<file path="src/rtl/tdbr_pkg.sv">
package tdbr_pkg;
  localparam int unsigned FIELD_W = 5;
  localparam int unsigned TGT_W   = FIELD_W + 1;
  localparam int unsigned BASE_LSB = 0;
  localparam int unsigned LEN_LSB  = 8;
  localparam int unsigned CFG_MIN_DW = LEN_LSB + FIELD_W;

  typedef enum logic [1:0] {
    SEQ_IDLE = 2'd0,
    SEQ_REQ  = 2'd1,
    SEQ_GAP  = 2'd2
  } seq_state_e;

  typedef struct packed {
    logic [FIELD_W-1:0] len;
    logic [FIELD_W-1:0] base;
  } burst_cfg_t;
endpackage

</file>
<file path="src/rtl/dbr_cfg_reg.sv">
module dbr_cfg_reg
  import tdbr_pkg::*;
#(
  parameter int unsigned DW = 16
) (
  input  logic          clk_i,
  input  logic          rst_ni,
  input  logic          wr_i,
  input  logic [DW-1:0] wdata_i,
  output burst_cfg_t    cfg_o,
  output logic [DW-1:0] rdata_o
);
  burst_cfg_t cfg_q;
  logic unused_wdata;

  assign unused_wdata = ^wdata_i;

  always_ff @(posedge clk_i or negedge rst_ni) begin
    if (!rst_ni) begin
      cfg_q <= '0;
    end else if (wr_i) begin
      cfg_q.base <= wdata_i[BASE_LSB +: FIELD_W];
      cfg_q.len  <= wdata_i[LEN_LSB +: FIELD_W];
    end
  end

  always_comb begin
    rdata_o = '0;
    rdata_o[BASE_LSB +: FIELD_W] = cfg_q.base;
    rdata_o[LEN_LSB +: FIELD_W]  = cfg_q.len;
  end

  assign cfg_o = cfg_q;

  initial begin
    if (DW < CFG_MIN_DW) $error("DW too narrow for burst configuration fields");
  end


  cfg_load_chk: assert property (@(posedge clk_i) disable iff (!rst_ni)
    wr_i |=> (cfg_o.base == $past(wdata_i[BASE_LSB +: FIELD_W])) &&
             (cfg_o.len  == $past(wdata_i[LEN_LSB +: FIELD_W])));
endmodule

</file>
<file path="src/rtl/dbr_seq.sv">
module dbr_seq
  import tdbr_pkg::*;
(
  input  logic               clk_i,
  input  logic               rst_ni,
  input  logic               event_i,
  input  logic               acc_i,
  input  logic               abort_i,
  input  burst_cfg_t         cfg_i,
  output logic               req_o,
  output logic [FIELD_W-1:0] idx_o
);
  seq_state_e         state_q;
  logic [FIELD_W-1:0] idx_q;
  logic               last;

  assign last = (idx_q == cfg_i.len);

  always_ff @(posedge clk_i or negedge rst_ni) begin
    if (!rst_ni) begin
      state_q <= SEQ_IDLE;
      idx_q   <= '0;
    end else if (abort_i) begin
      state_q <= SEQ_IDLE;
      idx_q   <= '0;
    end else begin
      unique case (state_q)
        SEQ_IDLE: begin
          if (event_i) begin
            state_q <= SEQ_REQ;
            idx_q   <= '0;
          end
        end
        SEQ_REQ, SEQ_GAP: begin
          if (acc_i) begin
            if (last) begin
              state_q <= SEQ_IDLE;
              idx_q   <= '0;
            end else begin
              state_q <= SEQ_GAP;
              idx_q   <= idx_q + 1'b1;
            end
          end else if (state_q == SEQ_GAP) begin
            state_q <= SEQ_REQ;
          end
        end
        default: begin
          state_q <= SEQ_IDLE;
          idx_q   <= '0;
        end
      endcase
    end
  end

  assign req_o = (state_q == SEQ_REQ);
  assign idx_o = idx_q;


  start_req_chk: assert property (@(posedge clk_i) disable iff (!rst_ni)
    (state_q == SEQ_IDLE && event_i && !abort_i) |=> (req_o && idx_o == '0));

  idx_bound_chk: assert property (@(posedge clk_i) disable iff (!rst_ni)
    (state_q != SEQ_IDLE && !abort_i) |-> (idx_q <= cfg_i.len));

  gap_chk: assert property (@(posedge clk_i) disable iff (!rst_ni)
    (state_q != SEQ_IDLE && acc_i && !abort_i && !last) |=>
      (!req_o && idx_q == $past(idx_q) + 1'b1));

  last_done_chk: assert property (@(posedge clk_i) disable iff (!rst_ni)
    (state_q != SEQ_IDLE && acc_i && !abort_i && last) |=>
      (state_q == SEQ_IDLE && idx_q == '0 && !req_o));

  ignore_evt_chk: assert property (@(posedge clk_i) disable iff (!rst_ni)
    (state_q != SEQ_IDLE && event_i && !acc_i && !abort_i) |=>
      ($stable(idx_q) && state_q != SEQ_IDLE));

  abort_chk: assert property (@(posedge clk_i) disable iff (!rst_ni)
    abort_i |=> (state_q == SEQ_IDLE && idx_q == '0 && !req_o));
endmodule

</file>
<file path="src/rtl/dbr_regfile.sv">
module dbr_regfile
  import tdbr_pkg::*;
#(
  parameter int unsigned NUM_REGS = 20,
  parameter int unsigned DW       = 16
) (
  input  logic                   clk_i,
  input  logic                   rst_ni,
  input  logic                   we_i,
  input  logic [TGT_W-1:0]       tgt_i,
  input  logic [DW-1:0]          wdata_i,
  output logic [DW-1:0]          rdata_o,
  output logic [NUM_REGS*DW-1:0] regs_o
);
  logic in_range;

  assign in_range = (32'(tgt_i) < NUM_REGS);

  for (genvar k = 0; k < NUM_REGS; k++) begin : g_reg
    logic [DW-1:0] q;
    always_ff @(posedge clk_i or negedge rst_ni) begin
      if (!rst_ni)                          q <= '0;
      else if (we_i && tgt_i == TGT_W'(k))  q <= wdata_i;
    end
    assign regs_o[k*DW +: DW] = q;
  end

  always_comb begin
    rdata_o = '0;
    for (int k = 0; k < int'(NUM_REGS); k++) begin
      if (tgt_i == TGT_W'(k)) rdata_o = regs_o[k*DW +: DW];
    end
  end

  initial begin
    if (NUM_REGS > 63) $error("NUM_REGS beyond reachable target range");
  end


  oob_drop_chk: assert property (@(posedge clk_i) disable iff (!rst_ni)
    (we_i && !in_range) |=> $stable(regs_o));

  oob_read_chk: assert property (@(posedge clk_i) disable iff (!rst_ni)
    !in_range |-> (rdata_o == '0));
endmodule

</file>
<file path="src/rtl/tim_dma_burst.sv">
module tim_dma_burst
  import tdbr_pkg::*;
#(
  parameter int unsigned NUM_REGS = 20,
  parameter int unsigned DW       = 16
) (
  input  logic                   clk_i,
  input  logic                   rst_ni,
  input  logic                   event_i,
  input  logic                   bus_valid_i,
  input  logic                   bus_write_i,
  input  logic                   bus_sel_i,
  input  logic [DW-1:0]          bus_wdata_i,
  output logic                   bus_ack_o,
  output logic [DW-1:0]          bus_rdata_o,
  output logic                   dma_req_o,
  output logic [NUM_REGS*DW-1:0] regs_o
);
  burst_cfg_t         cfg;
  logic [DW-1:0]      cfg_rdata;
  logic [DW-1:0]      rf_rdata;
  logic [FIELD_W-1:0] idx;
  logic [TGT_W-1:0]   tgt;
  logic               cfg_wr;
  logic               data_acc;

  assign cfg_wr   = bus_valid_i && bus_write_i && !bus_sel_i;
  assign data_acc = bus_valid_i && bus_sel_i;
  assign tgt      = {1'b0, cfg.base} + {1'b0, idx};

  dbr_cfg_reg #(.DW(DW)) u_cfg (
    .clk_i   (clk_i),
    .rst_ni  (rst_ni),
    .wr_i    (cfg_wr),
    .wdata_i (bus_wdata_i),
    .cfg_o   (cfg),
    .rdata_o (cfg_rdata)
  );

  dbr_seq u_seq (
    .clk_i   (clk_i),
    .rst_ni  (rst_ni),
    .event_i (event_i),
    .acc_i   (data_acc),
    .abort_i (cfg_wr),
    .cfg_i   (cfg),
    .req_o   (dma_req_o),
    .idx_o   (idx)
  );

  dbr_regfile #(.NUM_REGS(NUM_REGS), .DW(DW)) u_rf (
    .clk_i   (clk_i),
    .rst_ni  (rst_ni),
    .we_i    (data_acc && bus_write_i),
    .tgt_i   (tgt),
    .wdata_i (bus_wdata_i),
    .rdata_o (rf_rdata),
    .regs_o  (regs_o)
  );

  assign bus_ack_o   = bus_valid_i;
  assign bus_rdata_o = bus_sel_i ? rf_rdata : cfg_rdata;


  redirect_wr_chk: assert property (@(posedge clk_i) disable iff (!rst_ni)
    (data_acc && bus_write_i && 32'(tgt) < NUM_REGS) |=>
      (bus_sel_i || !bus_valid_i || bus_write_i ||
       regs_o[$past(tgt)*DW +: DW] == $past(bus_wdata_i)));
endmodule

</file>
<file path="config.mk">
export PLATFORM = sky130hd
export DESIGN_NAME = tim_dma_burst
export DESIGN_NICKNAME = d
export VERILOG_FILES = /design/src/rtl/tdbr_pkg.sv /design/src/rtl/dbr_cfg_reg.sv /design/src/rtl/dbr_seq.sv /design/src/rtl/dbr_regfile.sv /design/src/rtl/tim_dma_burst.sv
export SDC_FILE = /design/constraint.sdc
export NUM_CORES = 1
export LEC_CHECK = 0
export BUFFER_PORTS_ARGS = -buffer_cell sky130_fd_sc_hd__buf_4
export CORE_MARGIN = 3
export CORE_UTILIZATION = 44
export CTS_BUF_LIST = sky130_fd_sc_hd__clkbuf_16
export DETAILED_ROUTE_END_ITERATION = 10
export GPL_TIMING_DRIVEN = 0
export PLACE_DENSITY = 0.67
export SLEW_MARGIN = 30
export SYNTH_ARGS = -nofsm -noshare
export SYNTH_HDL_FRONTEND = slang
export SYNTH_SLANG_ARGS = --single-unit
export TNS_END_PERCENT = 10
</file>
<file path="constraint.sdc">
create_clock -name clk_i -period 4.25 [get_ports clk_i]
set_input_delay 0.85 -clock clk_i [delete_from_list [all_inputs] [get_ports clk_i]]
set_output_delay 0.85 -clock clk_i [all_outputs]
set_load 0.05 [all_outputs]
</file>
==> results.json <==
{
  "synthesis.area_sq_mm": 0.0161,
  "path_clk_slew_ps": 60,
  "antenna_found_initial": 1,
  "die_area_sq_mm": 0.0389,
  "finalHoldViolations": 0,
  "synth_cell_types": 67,
  "synth-edff-count": 0,
  "fin_area_sq_mm": 0.0218,
  "netlist.area_leader.share_pct": 52.4,
  "grt_pass1_wl_mm": 94.8,
  "violations": "setup timing",
  "post_synth_inst_count": 1317,
  "dp_cells": 2134,
  "slew_headroom_pct": 40.3,
  "required_ps": 3400,
  "fp.dieW_um": 197,
  "avgViaCountPerCell": 6.13,
  "drt_wl_total_mm": 66.1,
  "yosysWarnings": 0,
  "fin_crit_sh_pct": 106,
  "synth.top_cells.by_area": "dfrtp_1 (52%), mux2_2 (23%), a21oi_1 (1.8%), nand2_1 (1.8%), o21ai_0 (1.7%)",
  "seq_area_frac_synth_pct": 52.4,
  "fp.dieH_um": 197,
  "setup_slack_ps": -241,
  "dr.pass1.iters": 5,
  "syn2layout_area_growth_pct": 35.4,
  "clockBufferDepth": 3,
  "initial_core_util_pct": 44.9,
  "grt_max_degree": 85,
  "fin_skew_ps": 18.3,
  "cpMaxStageDelayCell": "fa_2",
  "holdBufCountCts": 0,
  "drive_gt1_share_pct": 53.0,
  "dpl_cell_area_sq_mm": 0.0194,
  "setup.worst_path.end_class": "output port",
  "cts_tree": "yes",
  "overflow": 0,
  "gp_congestion": 0.959,
  "routedWlPerCell_um": 29.6,
  "hpwl_mm": 48.9,
  "synth_area_per_cell_sq_um": 12.2,
  "grt_pass1_vias": 13764,
  "synth_most_common_cell": "dfrtp_1",
  "io_pins": 360,
  "drv_cap": 0,
  "setup_viol": 16,
  "clk_latency_ps": 540,
  "worst_pin_slew_ps": 895,
  "drc_errors": 0,
  "synthesis.nets": 1350,
  "crit_path_max_incr_delay_ps": 560,
  "holdCritPathClass": "input port to async pin",
  "worstPathMaxFanout": 10,
  "vias": 13713,
  "cts-root-buf": "clkbuf_16",
  "ant_nets": 0,
  "nNetsFinal": 1786,
  "port_buffers": 352,
  "cp_common_cell": "buf_6",
  "ys.flop_type": "dfrtp_1",
  "maxSlewViolCount": 0,
  "clock_sinks": 337,
  "fp.coreArea_sq_mm": 0.0358,
  "fp-row-count": 69,
  "fin_cells": 2238,
  "cts_buffers": 38,
  "fin_crit_ps": 4490,
  "synth_common_cells": "dfrtp_1 (337), mux2_2 (322), nand2_1 (78), clkbuf_1 (65), a21oi_1 (59)",
  "worstPathCellList": "ha_4, inv_2, fa_2, buf_6, buf_12, nor2_4, nand2_4, clkbuf_8, nor2_1, a311oi_2, o21ai_1, o2bb2ai_1, a31oi_2, buf_6",
  "h-tree-depth": 2,
  "async_reset_ff_share_pct": 100,
  "grt_setup_unrepaired": "yes",
  "timing.fmax_mhz": 223,
  "grt_usage_pct": 33.1,
  "outcome": "complete, but fails checks",
  "path_class": "flop to output port",
  "cp.arrival_ps": 3640,
  "drtIter0Drc": 1352,
  "startpoint_type": "flop",
  "path_buf_inv": 5,
  "synth_top_area_cell": "dfrtp_1",
  "ys_ff_latch": 337,
  "cp_top_family": "compound AO/OA/AOI/OAI gates"
}
cells by family after synthesis:
logic type	Yosys count	synth area share, %
buffers and inverters	117	3.13
DFF	337	52.4
muxes	369	26.5
and+or+nand+nor	219	6.33
adders and majority gates	11	0.902
AOI/OAI and AO/OA	256	10.3
xor gates and xnor gates	8	0.482
through the flow:
stage / TNS [ps] / utilization, % / hold slack [ps] / worst slack (ps)
after floorplan: -1470 / - / 469 / -140
after global routing: -3770 / 60.8 / 160 / -279
after global placement: -304490 / 53.9 / 491 / -1680
after CTS: -2130 / 60.6 / 158 / -193
final: -2800 / 60.8 / 165 / -241
after detailed placement: -26080 / 54.2 / 509 / -1720
path summary, 6_finish.rpt:
| path | startpoint | end | slack (ps) | cells after the start |
|---|---|---|---|---|
| max | u_seq.idx_o[0] | bus_rdata_o[0] | -240 | 14 |
| min | rst_ni | u_rf.g_reg[11].q[8] | 170 | 1 |
| max reg2reg | u_seq.idx_o[0] | u_rf.g_reg[16].q[12] | 590 | 11 |
| min reg2reg | u_rf.g_reg[0].q[3] | u_rf.g_reg[0].q[3] | 530 | 1 |
| max in group asynchronous | rst_ni | u_rf.g_reg[3].q[12] | 2970 | 3 |
| min in group clk_i | u_rf.g_reg[0].q[3] | u_rf.g_reg[0].q[3] | 530 | 1 |
area by class of cell:
class	count	area [sq um]
fillers	2975	14000
flip-flops and latches	337	8440
multi-input cells	863	7690
repair buffers	399	3160
clock buffers	39	976
plain buffers	105	759
well taps	461	577
clock inverters	24	153
inverters	9	37.5
diodes	1	2.50
cells in the final DEF, fill, tap and decap left out, types with 26 or more instances in the layout:
cell,instances
a21oi_1,56
buf_4,389
clkbuf_1,41
clkbuf_16,42
dfrtp_1,335
mux2_2,322
mux2i_1,26
nand2_1,72
nand3_1,37
nor2_1,37
o21ai_0,47
o22ai_1,33
state kept, by name, indices dropped and copies added (netlist names):
name,flops
u_seq.idx_o,5
u_rf.g.q,320
u_cfg.cfg_o,10
u_seq.state_q,2
timing repair:
action                     4_1_cts  5_1_grt
pin swaps                       41       15
setup endpoints to repair       46       16
resized for setup              216       12
buffers inserted                37        5
cloned                           1        0
worst reg2reg max path, delay by kind of cell (launching register included):
kind / cells / cell delay (ps)
AOI/OAI and AO/OA: 1 / 310
adders and majority gates: 2 / 600
buffers and inverters: 3 / 690
DFF: 1 / 400
muxes: 1 / 390
and+or+nand+nor: 4 / 1170
layer usage:
metal	wire length, um	share of wire (%)	GRT usage, %
met5	13	0.020	0
met4	2910	4.4	13.3
met2	30200	46	52.0
met3	6980	11	8.85
met1	26100	39	44.0
Power is not shown: default switching activity piles up to over one toggle a cycle in this logic, so the estimate is an artifact.
